==> src/rtl/strd_pkg.sv <==
package strd_pkg;

  // What the current clock does with the output register and the half-beat store.
  typedef enum logic [2:0] {
    K_IDLE,   // nothing produced
    K_PASS,   // input beat goes out unshifted
    K_PARK,   // short tail stored, nothing produced yet
    K_FLUSH,  // stored tail goes out alone
    K_MERGE,  // stored tail below, new packet start above
    K_SHIFT   // shifted packet continues: store below, input low half above
  } beat_kind_e;

  // Offset of the last dword of a run of cnt dwords starting at base.
  function automatic int unsigned last_offset(int unsigned base, int unsigned cnt);
    return base + cnt - 1;
  endfunction

  // True when a run of cnt dwords fits in the lower half of a beat.
  function automatic bit fits_low(int unsigned cnt, int unsigned half_dw);
    return cnt <= half_dw;
  endfunction

endpackage

==> src/rtl/strd_keep_count.sv <==
module strd_keep_count #(
  parameter int unsigned BEAT_DW = 16,
  parameter int unsigned CNT_W   = $clog2(BEAT_DW + 1)
) (
  input  logic [BEAT_DW-1:0] keep,
  output logic [CNT_W-1:0]   cnt
);

  always_comb begin
    cnt = '0;
    for (int i = 0; i < BEAT_DW; i++) begin
      cnt = cnt + CNT_W'(keep[i]);
    end
  end

endmodule

==> src/rtl/strd_beat_mux.sv <==
module strd_beat_mux
  import strd_pkg::*;
#(
  parameter int unsigned DW_BITS = 32,
  parameter int unsigned BEAT_DW = 16
) (
  input  beat_kind_e                        kind,
  input  logic [BEAT_DW*DW_BITS-1:0]        in_data,
  input  logic [(BEAT_DW/2)*DW_BITS-1:0]    half_q,
  output logic [BEAT_DW*DW_BITS-1:0]        out_data
);

  localparam int unsigned HALF_W = (BEAT_DW / 2) * DW_BITS;
  localparam int unsigned DATA_W = BEAT_DW * DW_BITS;

  logic [HALF_W-1:0] in_half [2];
  logic [HALF_W-1:0] out_half [2];

  genvar h;
  generate
    for (h = 0; h < 2; h++) begin : g_half
      assign in_half[h] = in_data[h*HALF_W +: HALF_W];
      assign out_data[h*HALF_W +: HALF_W] = out_half[h];
    end
  endgenerate

  // Lower half: unshifted input, or the stored half-beat.
  always_comb begin
    unique case (kind)
      K_PASS:                   out_half[0] = in_half[0];
      K_FLUSH, K_MERGE, K_SHIFT: out_half[0] = half_q;
      default:                  out_half[0] = '0;
    endcase
  end

  // Upper half: unshifted input, or the input's lower half moved up.
  always_comb begin
    unique case (kind)
      K_PASS:           out_half[1] = in_half[1];
      K_MERGE, K_SHIFT: out_half[1] = in_half[0];
      default:          out_half[1] = '0;
    endcase
  end

  logic unused_w;
  assign unused_w = ^{DATA_W[0]};

endmodule

==> src/rtl/strd_out_stage.sv <==
module strd_out_stage #(
  parameter int unsigned W = 8
) (
  input  logic         clk,
  input  logic         rst_n,
  input  logic         load,
  input  logic [W-1:0] in_bits,
  input  logic         ready,
  output logic         valid,
  output logic [W-1:0] out_bits
);

  always_ff @(posedge clk or negedge rst_n) begin
    if (!rst_n) begin
      valid <= 1'b0;
    end else if (load) begin
      valid <= 1'b1;
    end else if (ready) begin
      valid <= 1'b0;
    end
  end

  always_ff @(posedge clk) begin
    if (load) begin
      out_bits <= in_bits;
    end
  end

endmodule

==> src/rtl/strd_packer.sv <==
module strd_packer
  import strd_pkg::*;
#(
  parameter int unsigned DW_BITS = 32,
  parameter int unsigned BEAT_DW = 16
) (
  input  logic                          clk,
  input  logic                          rst_n,
  input  logic                          straddle_en,
  input  logic [BEAT_DW*DW_BITS-1:0]    s_tdata,
  input  logic [BEAT_DW-1:0]            s_tkeep,
  input  logic                          s_tlast,
  input  logic                          s_tvalid,
  output logic                          s_tready,
  output logic [BEAT_DW*DW_BITS-1:0]    m_tdata,
  output logic [BEAT_DW-1:0]            m_tkeep,
  output logic                          m_tlast,
  output logic                          m_tvalid,
  input  logic                          m_tready,
  output logic [1:0]                    m_sop,
  output logic [1:0]                    m_eop,
  output logic [$clog2(BEAT_DW)-1:0]    m_eop0_ptr,
  output logic [$clog2(BEAT_DW)-1:0]    m_eop1_ptr
);

  localparam int unsigned HALF_DW = BEAT_DW / 2;
  localparam int unsigned HALF_W  = HALF_DW * DW_BITS;
  localparam int unsigned DATA_W  = BEAT_DW * DW_BITS;
  localparam int unsigned PTR_W   = $clog2(BEAT_DW);
  localparam int unsigned CNT_W   = $clog2(BEAT_DW + 1);
  localparam int unsigned SB_W    = BEAT_DW + 1 + 2 + 2 + 2 * PTR_W;
  localparam int unsigned OUT_W   = DATA_W + SB_W;

  // State of the packer
  logic              pend_vld;    // a short tail waits in half_q (lanes 0..pend_cnt-1)
  logic              pend_sop;    // that tail's packet also started in it
  logic [CNT_W-1:0]  pend_cnt;
  logic              shift_act;   // a packet is in flight at dword offset 8
  logic              first_beat;  // next input beat opens a packet
  logic [HALF_W-1:0] half_q;

  // Named internal events
  logic       adv;          // output register can take a beat
  logic       take;         // input beat accepted
  logic       in_ends_low;  // input beat is a last beat of 8 dwords or fewer
  logic       out_load;
  logic       flush_evt;    // stored tail leaves alone
  logic       merge_evt;    // stored tail shares a beat with a new start
  logic       park_evt;     // short tail parked
  beat_kind_e kind;

  logic [CNT_W-1:0]   in_cnt;
  logic [DATA_W-1:0]  nx_data;
  logic [BEAT_DW-1:0] nx_keep;
  logic               nx_last;
  logic [1:0]         nx_sop, nx_eop;
  logic [PTR_W-1:0]   nx_p0, nx_p1;
  logic [OUT_W-1:0]   out_bits;

  strd_keep_count #(.BEAT_DW(BEAT_DW), .CNT_W(CNT_W)) u_cnt (
    .keep (s_tkeep),
    .cnt  (in_cnt)
  );

  assign adv         = !m_tvalid || m_tready;
  assign s_tready    = adv && !(pend_vld && !straddle_en);
  assign take        = s_tvalid && s_tready;
  assign in_ends_low = s_tlast && fits_low(32'(in_cnt), HALF_DW);

  // Per-clock decision
  always_comb begin
    kind = K_IDLE;
    if (adv) begin
      if (pend_vld) begin
        kind = (s_tvalid && straddle_en) ? K_MERGE : K_FLUSH;
      end else if (shift_act) begin
        if (s_tvalid) kind = K_SHIFT;
      end else if (s_tvalid) begin
        kind = (straddle_en && in_ends_low) ? K_PARK : K_PASS;
      end
    end
  end

  assign out_load  = kind inside {K_PASS, K_FLUSH, K_MERGE, K_SHIFT};
  assign flush_evt = (kind == K_FLUSH);
  assign merge_evt = (kind == K_MERGE);
  assign park_evt  = (kind == K_PARK);

  strd_beat_mux #(.DW_BITS(DW_BITS), .BEAT_DW(BEAT_DW)) u_mux (
    .kind     (kind),
    .in_data  (s_tdata),
    .half_q   (half_q),
    .out_data (nx_data)
  );

  // Sideband for the beat being loaded
  always_comb begin
    nx_sop  = 2'b00;
    nx_eop  = 2'b00;
    nx_p0   = '0;
    nx_p1   = '0;
    nx_keep = '1;
    nx_last = 1'b0;
    unique case (kind)
      K_PASS: begin
        nx_sop = {1'b0, first_beat};
        nx_eop = {1'b0, s_tlast};
        if (s_tlast) nx_p0 = PTR_W'(last_offset(0, 32'(in_cnt)));
        if (!straddle_en) begin
          nx_keep = s_tkeep;
          nx_last = s_tlast;
        end
      end
      K_FLUSH: begin
        nx_sop = {1'b0, pend_sop};
        nx_eop = 2'b01;
        nx_p0  = PTR_W'(last_offset(0, 32'(pend_cnt)));
      end
      K_MERGE: begin
        nx_sop = {pend_sop, 1'b1};
        nx_eop = {in_ends_low, 1'b1};
        nx_p0  = PTR_W'(last_offset(0, 32'(pend_cnt)));
        if (in_ends_low) nx_p1 = PTR_W'(last_offset(HALF_DW, 32'(in_cnt)));
      end
      K_SHIFT: begin
        nx_eop = {1'b0, in_ends_low};
        if (in_ends_low) nx_p0 = PTR_W'(last_offset(HALF_DW, 32'(in_cnt)));
      end
      default: ;
    endcase
  end

  // Control state
  always_ff @(posedge clk or negedge rst_n) begin
    if (!rst_n) begin
      pend_vld   <= 1'b0;
      pend_sop   <= 1'b0;
      pend_cnt   <= '0;
      shift_act  <= 1'b0;
      first_beat <= 1'b1;
    end else begin
      if (take) first_beat <= s_tlast;
      unique case (kind)
        K_PARK: begin
          pend_vld <= 1'b1;
          pend_sop <= first_beat;
          pend_cnt <= in_cnt;
        end
        K_FLUSH: pend_vld <= 1'b0;
        K_MERGE, K_SHIFT: begin
          if (in_ends_low) begin
            pend_vld  <= 1'b0;
            shift_act <= 1'b0;
          end else if (s_tlast) begin
            pend_vld  <= 1'b1;
            pend_sop  <= 1'b0;
            pend_cnt  <= in_cnt - CNT_W'(HALF_DW);
            shift_act <= 1'b0;
          end else begin
            pend_vld  <= 1'b0;
            shift_act <= 1'b1;
          end
        end
        default: ;
      endcase
    end
  end

  // Half-beat store: parked low half, or the upper half shifted down next beat
  always_ff @(posedge clk) begin
    if (park_evt) begin
      half_q <= s_tdata[HALF_W-1:0];
    end else if (kind == K_MERGE || kind == K_SHIFT) begin
      half_q <= s_tdata[DATA_W-1:HALF_W];
    end
  end

  strd_out_stage #(.W(OUT_W)) u_out (
    .clk      (clk),
    .rst_n    (rst_n),
    .load     (out_load),
    .in_bits  ({nx_data, nx_keep, nx_last, nx_sop, nx_eop, nx_p0, nx_p1}),
    .ready    (m_tready),
    .valid    (m_tvalid),
    .out_bits (out_bits)
  );

  assign {m_tdata, m_tkeep, m_tlast, m_sop, m_eop, m_eop0_ptr, m_eop1_ptr} = out_bits;

  logic unused_evt;
  assign unused_evt = merge_evt;

endmodule

==> config.mk <==
export PLATFORM = sky130hd
export DESIGN_NAME = strd_packer
export DESIGN_NICKNAME = d
export VERILOG_FILES = /design/src/rtl/strd_pkg.sv /design/src/rtl/strd_keep_count.sv /design/src/rtl/strd_beat_mux.sv /design/src/rtl/strd_out_stage.sv /design/src/rtl/strd_packer.sv
export SDC_FILE = /design/constraint.sdc
export NUM_CORES = 1
export LEC_CHECK = 0
export BUFFER_PORTS_ARGS = -buffer_cell sky130_fd_sc_hd__buf_2
export CAP_MARGIN = 20
export CELL_PAD_IN_SITES_DETAIL_PLACEMENT = 0
export CELL_PAD_IN_SITES_GLOBAL_PLACEMENT = 2
export CORE_AREA = 2 2 425 427
export DETAILED_ROUTE_END_ITERATION = 10
export DIE_AREA = 0 0 427 429
export PLACE_DENSITY_LB_ADDON = 0.3
export SYNTH_ARGS = -nofsm -noshare
export SYNTH_HDL_FRONTEND = slang
export SYNTH_SLANG_ARGS = --single-unit
export TNS_END_PERCENT = 20
==> constraint.sdc <==
create_clock -name clk -period 36.8 [get_ports clk]
set_input_delay 3.68 -clock clk [delete_from_list [all_inputs] [get_ports clk]]
set_output_delay 3.68 -clock clk [all_outputs]
set_load 0.02 [all_outputs]
==> impl_metrics.tcl, run 1 <==
set metrics [dict create \
    finalWirelength_um 145000 \
    finalPower_mw 3.71 \
    antenna_left 0 \
    utilization_pct 25.4 \
    leakagePower_nw 18.6 \
    sw_frac_of_total_pct 37.2 \
    portBuffers 1076 \
    grt_pass1_vias 23000 \
    ios 1077 \
    cts_hold_buf 0 \
    clk_latency_ns 0.73 \
    cts_made_buffers 96 \
    synth-edff-count 797 \
    gp_congestion 0.857 \
    vias_per_cell 4.26 \
    synth_warnings 0 \
    synth_top_area_share_pct 69.5 \
    worst_pin_slew_ns 1.11 \
    final_cell_mix "buf_2, edfxtp_1, a22o_1" \
    hold_ws_ns 0.495 \
    start_util_pct 19.4 \
    powerDensity_nw_per_um2 82.0 \
    cts_resized 0 \
    die_w_um 427 \
    multi_input_comb_area_um2 9340 \
    drtIter0Drc 1676 \
    r2r_start "u_out.valid" \
    nets 3502 \
    areaGrowthSynthToFinish_pct 31.2 \
    worstPathRequired_ns 37.14 \
    dpl.hpwl_um 107000 \
    ys_async_sr_fraction_pct 1.12 \
    outcome "finished, final reports clean" \
    cpMostUsedCell "fa_1" \
    p_int_mw 2.33 \
    report.final.slew_viol_count 0 \
    syn_area_per_cell_um2 18.2 \
    tritoncts "built" \
    overflow 0 \
    r2r_cells 9 \
    power_frac_seq_pct 41.4 \
    ys_types 58 \
    clockBufferDepth 3 \
    maxSlewHeadroom_pct 26.3 \
    dieHeight_um 429 \
    drc 0 \
    syn-num-nets 2444 \
    synth.largest_area_cell "edfxtp_1" \
    maxCapViolCount 0 \
    p_clk_share_pct 24.4 \
    synthTopCellsByArea "edfxtp_1, a22o_1, mux2_4, mux2_2, buf_6" \
    ys_seq_elements 806 \
    seq_area_frac_synth_pct 70.1 \
    crit_path_cell_trace "buf_2 -> ha_1 -> inv_1 -> fa_1 -> inv_1 -> fa_1 -> fa_1 -> inv_1 -> fa_1 -> fa_1 -> inv_1 -> fa_1 -> inv_1 -> ha_1 -> a31oi_2 -> o32ai_2 -> o21a_4 -> a21o_1 -> inv_8 -> buf_4 -> buf_4 -> buf_4 -> buf_4" \
    hp-class "reg2reg" \
    cts_root_buf "clkbuf_16" \
    grt.total_usage_pct 15.2 \
    core_region_area_um2 178000 \
    clock_sinks 806 \
    power.switching_mw 1.38 \
    postCtsSetupRepairBufs 0 \
    grt_max_degree 144 \
    timing.rr.end "u_out.out_bits[367]" \
    drt_pass1_iterations 5 \
    die_area_um2 183000 \
    layout_commonest_cell "buf_2" \
    slowest_delay_ns 0.93 \
    holdPathStages 2 \
    ys.flop_type "edfxtp_1" \
    tns_ns 0 \
    antenna_found_initial 93 \
    synth_cells 1893 \
    rsz0062_at_grt "no" \
    crit_fanout 79 \
    whs_endpoint "first_beat" \
    seq_area_um2 24200 \
    rows 155 \
    via_count 23100 \
    critical_path_class "in2reg" \
    setup_viol 0 \
    syn_area_um2 34500 \
    hold_viol_final 0 \
    clock_skew_ns 0.0268 \
    final_layout_size_suffix_gt1_share_pct 49.7 \
    h-tree-depth 3 \
    min-delay-start "first_beat" \
    fin_crit_ns 11.86 \
    finalCritPeriodShare_pct 32.2 \
    nFillCells 18600 \
    wire_per_inst_um 26.8 \
    start_kind "input pin" \
    vdd_ir_drop_max_mv 0.0379 \
    clkTransAtPathRegs_ns 0.06 \
    critPathSlowestCell "buf_4" \
    fmax_mhz 84.3 \
    grt_pass1_wl_um 195000 \
    arrival_ns 12.19 \
    comb_power_share_pct 34.2 \
    end_kind "register" \
    reg2reg_setup_slack_ns 30.89 \
]
-- critical path, delay by kind of cell --
| kind | cells | cell delay (ns) |
|---|---|---|
| adders and majority gates | 8 | 3.24 |
| buffers and inverters | 11 | 4.07 |
| AOI/OAI and AO/OA | 4 | 0.94 |
-- worst max-delay path by stage --
stage                     from                   to  slack, ns  cells after the start
floorplan           s_tkeep[0]    u_out.out_bits[0]      17.66                     18
detailed placement  s_tkeep[1]  u_out.out_bits[239]      24.13                     23
global placement    s_tkeep[0]  u_out.out_bits[239]      24.14                     23
finish              s_tkeep[1]  u_out.out_bits[510]      24.94                     23
global route        s_tkeep[1]   u_out.out_bits[74]      24.46                     23
CTS                 s_tkeep[1]   u_out.out_bits[74]      24.90                     23
-- power groups by stage --
stage	logic (mW)	registers [mW]	clock network, mW
floorplan	0.455	1.94	0
global placement	1.30	1.55	0
detailed placement	1.29	1.55	0
CTS	1.30	1.54	0.936
global route	1.34	1.56	0.967
finish	1.27	1.53	0.906
-- flip-flops by register name, summed over array words and instances (netlist names) --
register	flops
first_beat	1
half_q	256
pend_cnt	4
pend_sop	1
pend_vld	1
shift_act	1
u_out.out_bits	541
u_out.valid	1
-- metrics by stage --
step                      cells  setup slack (ns)  area (um2)
after floorplan            1893             17.66       34500
after global placement     5208             24.14       42200
after detailed placement   5208             24.13       42200
after CTS                  5384             24.90       45100
after global routing       5410             24.46       45200
final                      5425             24.94       45200
-- layer usage --
layer	vias to the layer above	GRT usage [%]	part of all wire (%)
li1	9993	-	-
met1	11800	18.0	39
met2	933	25.2	49
met3	265	4.95	8.6
met4	62	6.06	3.6
met5	-	0.899	0.28
-- cell usage after synthesis, types with 7 or more instances --
master and count:
or3_1 10, mux2_2 29, nand2_1 21, nor2_1 13, fa_1 10, a22o_1 512
buf_4 22, a21oi_1 9, clkbuf_1 58, inv_1 30, buf_2 39, buf_6 26
edfxtp_1 797, mux2_4 226, ha_1 7, dfrtp_1 8
-- cell type report --
| class | count | share of cell area, % |
|---|---|---|
| diodes | 41 | 0.227 |
| clock buffers | 121 | 5.61 |
| clock inverters | 55 | 0.825 |
| inverters | 31 | 0.274 |
| multi-input cells | 910 | 20.7 |
| flip-flops and latches | 806 | 53.4 |
| well taps | 2355 | 6.52 |
| repair buffers | 1106 | 12.5 |
-- kinds of logic after synthesis --
family	Yosys count	synth area share [%]
buffers and inverters	177	2.88
muxes	261	11.0
DFF	806	70.1
and+or+nand+nor	74	1.15
adders and majority gates	17	0.835
xor gates and xnor gates	5	0.127
AOI/OAI and AO/OA	553	13.9
(Power assumes the default switching activity.)
==> inputs of run 2 (changes only) <==
==> constraint.sdc (replaced) <==
create_clock -name clk -period 12.2 [get_ports clk]
set_input_delay 1.22 -clock clk [delete_from_list [all_inputs] [get_ports clk]]
set_output_delay 1.22 -clock clk [all_outputs]
set_load 0.02 [all_outputs]
==> run 2 against run 1 <==
Compared with the run above:
- first-iteration DRC count is 8.8% lower
- count of clock-buffer cells in the layout is 9 higher
- die area is the same
- critical path type unchanged
- final cell count down 0.50%
- worst hold slack worse by 0.11 ns
- routed wire length decreased by 0.11%
- cell area rose by 0.19%
- sequential share of layout area is 0.10 points lower
- clock skew about the same
- non-clock buffer count is 1 higher
- global-route usage about the same
==> impl_metrics.tcl, run 2 (synthesis gave the netlist of run 1 again) <==
set metrics [dict create \
    outcome "finished, final reports clean" \
    core_region_area_um2 178000 \
    cpMostUsedCell "fa_1" \
    grt_pass1_wl_um 195000 \
    clockBufferDepth 3 \
    drc 0 \
    portBuffers 1076 \
    nets 3503 \
    grt_max_degree 166 \
    met1_usage_pct 18.3 \
    antenna_left 0 \
    clkTransAtPathRegs_ns 0.06 \
    cts_resized 0 \
    fin_crit_ns 7.52 \
    drtIter0Drc 1528 \
    grt.total_usage_pct 15.2 \
    slowest_delay_ns 0.87 \
    drt_pass1_iterations 5 \
    grt_pass1_vias 22700 \
    hold_viol_final 0 \
    antenna_found_initial 92 \
    largest_register_ffs 541 \
    critPathSlowestCell "buf_4" \
    maxCapViolCount 0 \
    h-tree-depth 3 \
    hp-class "in2async" \
    die_area_um2 183000 \
    final_cells 5398 \
    via_count 23000 \
    timing.rr.end "u_out.out_bits[424]" \
    powerDensity_nw_per_um2 249 \
    vias_per_cell 4.26 \
    dp.cells 5209 \
    crit_fanout 44 \
    use_met2_pct 25.8 \
    dieHeight_um 429 \
    areaGrowthSynthToFinish_pct 31.5 \
    layout_commonest_cell "buf_2" \
    regMostFlops "u_out.out_bits" \
    setup_viol 0 \
    final_cell_mix "buf_2, edfxtp_1, a22o_1" \
    start_kind "input pin" \
    start_util_pct 19.4 \
    r2r_cells 7 \
    vdd_ir_drop_max_mv 0.122 \
    wire_per_inst_um 26.9 \
    critPathBufInv 8 \
    cp_top_family "adder cells" \
    leakagePower_nw 18.7 \
    nFillCells 18600 \
    critical_path_class "in2reg" \
    reg2reg_setup_slack_ns 8.18 \
    clock_skew_ns 0.0264 \
    worstPathRequired_ns 12.66 \
    hold_ws_ns 0.382 \
    postCtsSetupRepairBufs 0 \
    clock_sinks 806 \
    worst_pin_slew_ns 1.24 \
    rsz0062_at_grt "no" \
    finalWirelength_um 145000 \
    clk_latency_ns 0.72 \
    cts_made_buffers 96 \
    end_kind "register" \
    tritoncts "built" \
    dpl.hpwl_um 106000 \
    maxSlewHeadroom_pct 17.2 \
    met3_usage_pct 5.10 \
    largestRegisters "u_out.out_bits: 541 flops, half_q: 256 flops, pend_cnt: 4 flops" \
    rows 155 \
    report.final.slew_viol_count 0 \
    cts_hold_buf 0 \
    busiest_layer "met2" \
    arrival_ns 7.98 \
    die_w_um 427 \
    gp_congestion 0.865 \
    finalCritPeriodShare_pct 61.6 \
    ios 1077 \
    overflow 0 \
    final_layout_size_suffix_gt1_share_pct 49.9 \
    crit_path_cell_trace "buf_2 -> ha_4 -> inv_2 -> fa_1 -> inv_1 -> fa_1 -> fa_1 -> inv_1 -> fa_1 -> fa_2 -> inv_2 -> fa_1 -> inv_1 -> ha_2 -> a31oi_4 -> o32ai_2 -> o21a_4 -> nand2_8 -> buf_4 -> buf_4 -> mux2_4" \
    cts_root_buf "clkbuf_16" \
    r2r_start "u_out.valid" \
    fmax_mhz 133 \
]
-- run 2: changes by cell type in the layout (fill, tap and decap cells not counted), sizes merged --
cell	previous run	this run
diode	41	18
clkinv	47	32
clkbuf	121	130
inv	35	32
bufinv	3	5
clkinvlp	1	3
buf	1106	1107
-- run 2: worst max path at each step --
stage                     startpoint           endpoint  slack (ns)  cells after the start
after floorplan           s_tkeep[1]  u_out.out_bits[0]       -1.66                     18
after global placement    s_tkeep[0]        half_q[140]        3.95                     21
after detailed placement  s_tkeep[0]        half_q[147]        3.99                     21
after CTS                 s_tkeep[0]        half_q[147]        4.74                     21
after global routing      s_tkeep[1]        half_q[134]        4.50                     21
final                     s_tkeep[1]        half_q[193]        4.68                     21
-- run 2: final cells by class --
type	instances	area [um2]	area share, %
Sequential cell	806	24200	53.3
Multi-Input combinational cell	910	9360	20.7
Timing Repair Buffer	1107	5740	12.7
Tap cell	2355	2950	6.50
Clock buffer	130	2590	5.73
Clock inverter	41	332	0.732
Inverter	31	120	0.265
Antenna cell	18	45.0	0.0994
-- run 2: where the power goes --
group | leakage, nW | switching (mW) | internal (mW)
registers | 7.85 | 0.292 | 4.33
logic | 9.39 | 2.69 | 1.19
clock network | 1.42 | 1.20 | 1.59
total | 18.7 | 4.18 | 7.11
-- run 2: metal layers --
| metal | vias to the layer above | share of wire [%] |
|---|---|---|
| met5 | - | 0.31 |
| met4 | 66 | 2.5 |
| met3 | 284 | 7.8 |
| met2 | 887 | 49 |
| met1 | 11800 | 40 |
| li1 | 9973 | - |
-- run 2: metrics by stage --
stage / setup slack [ns] / TNS [ns] / instance area, um2 / total power, mW / utilization (%)
6_report: 4.68 / 0 / 45300 / 11.3 / 25.4
5_1_grt: 4.50 / 0 / 45300 / 11.8 / 25.4
4_1_cts: 4.74 / 0 / 45300 / 11.5 / 25.4
3_5_place_dp: 3.99 / 0 / 42300 / 8.62 / 23.8
3_3_place_gp: 3.95 / 0 / 42300 / 8.64 / 23.8
2_1_floorplan: -1.66 / -896.13 / 34500 / 7.13 / -
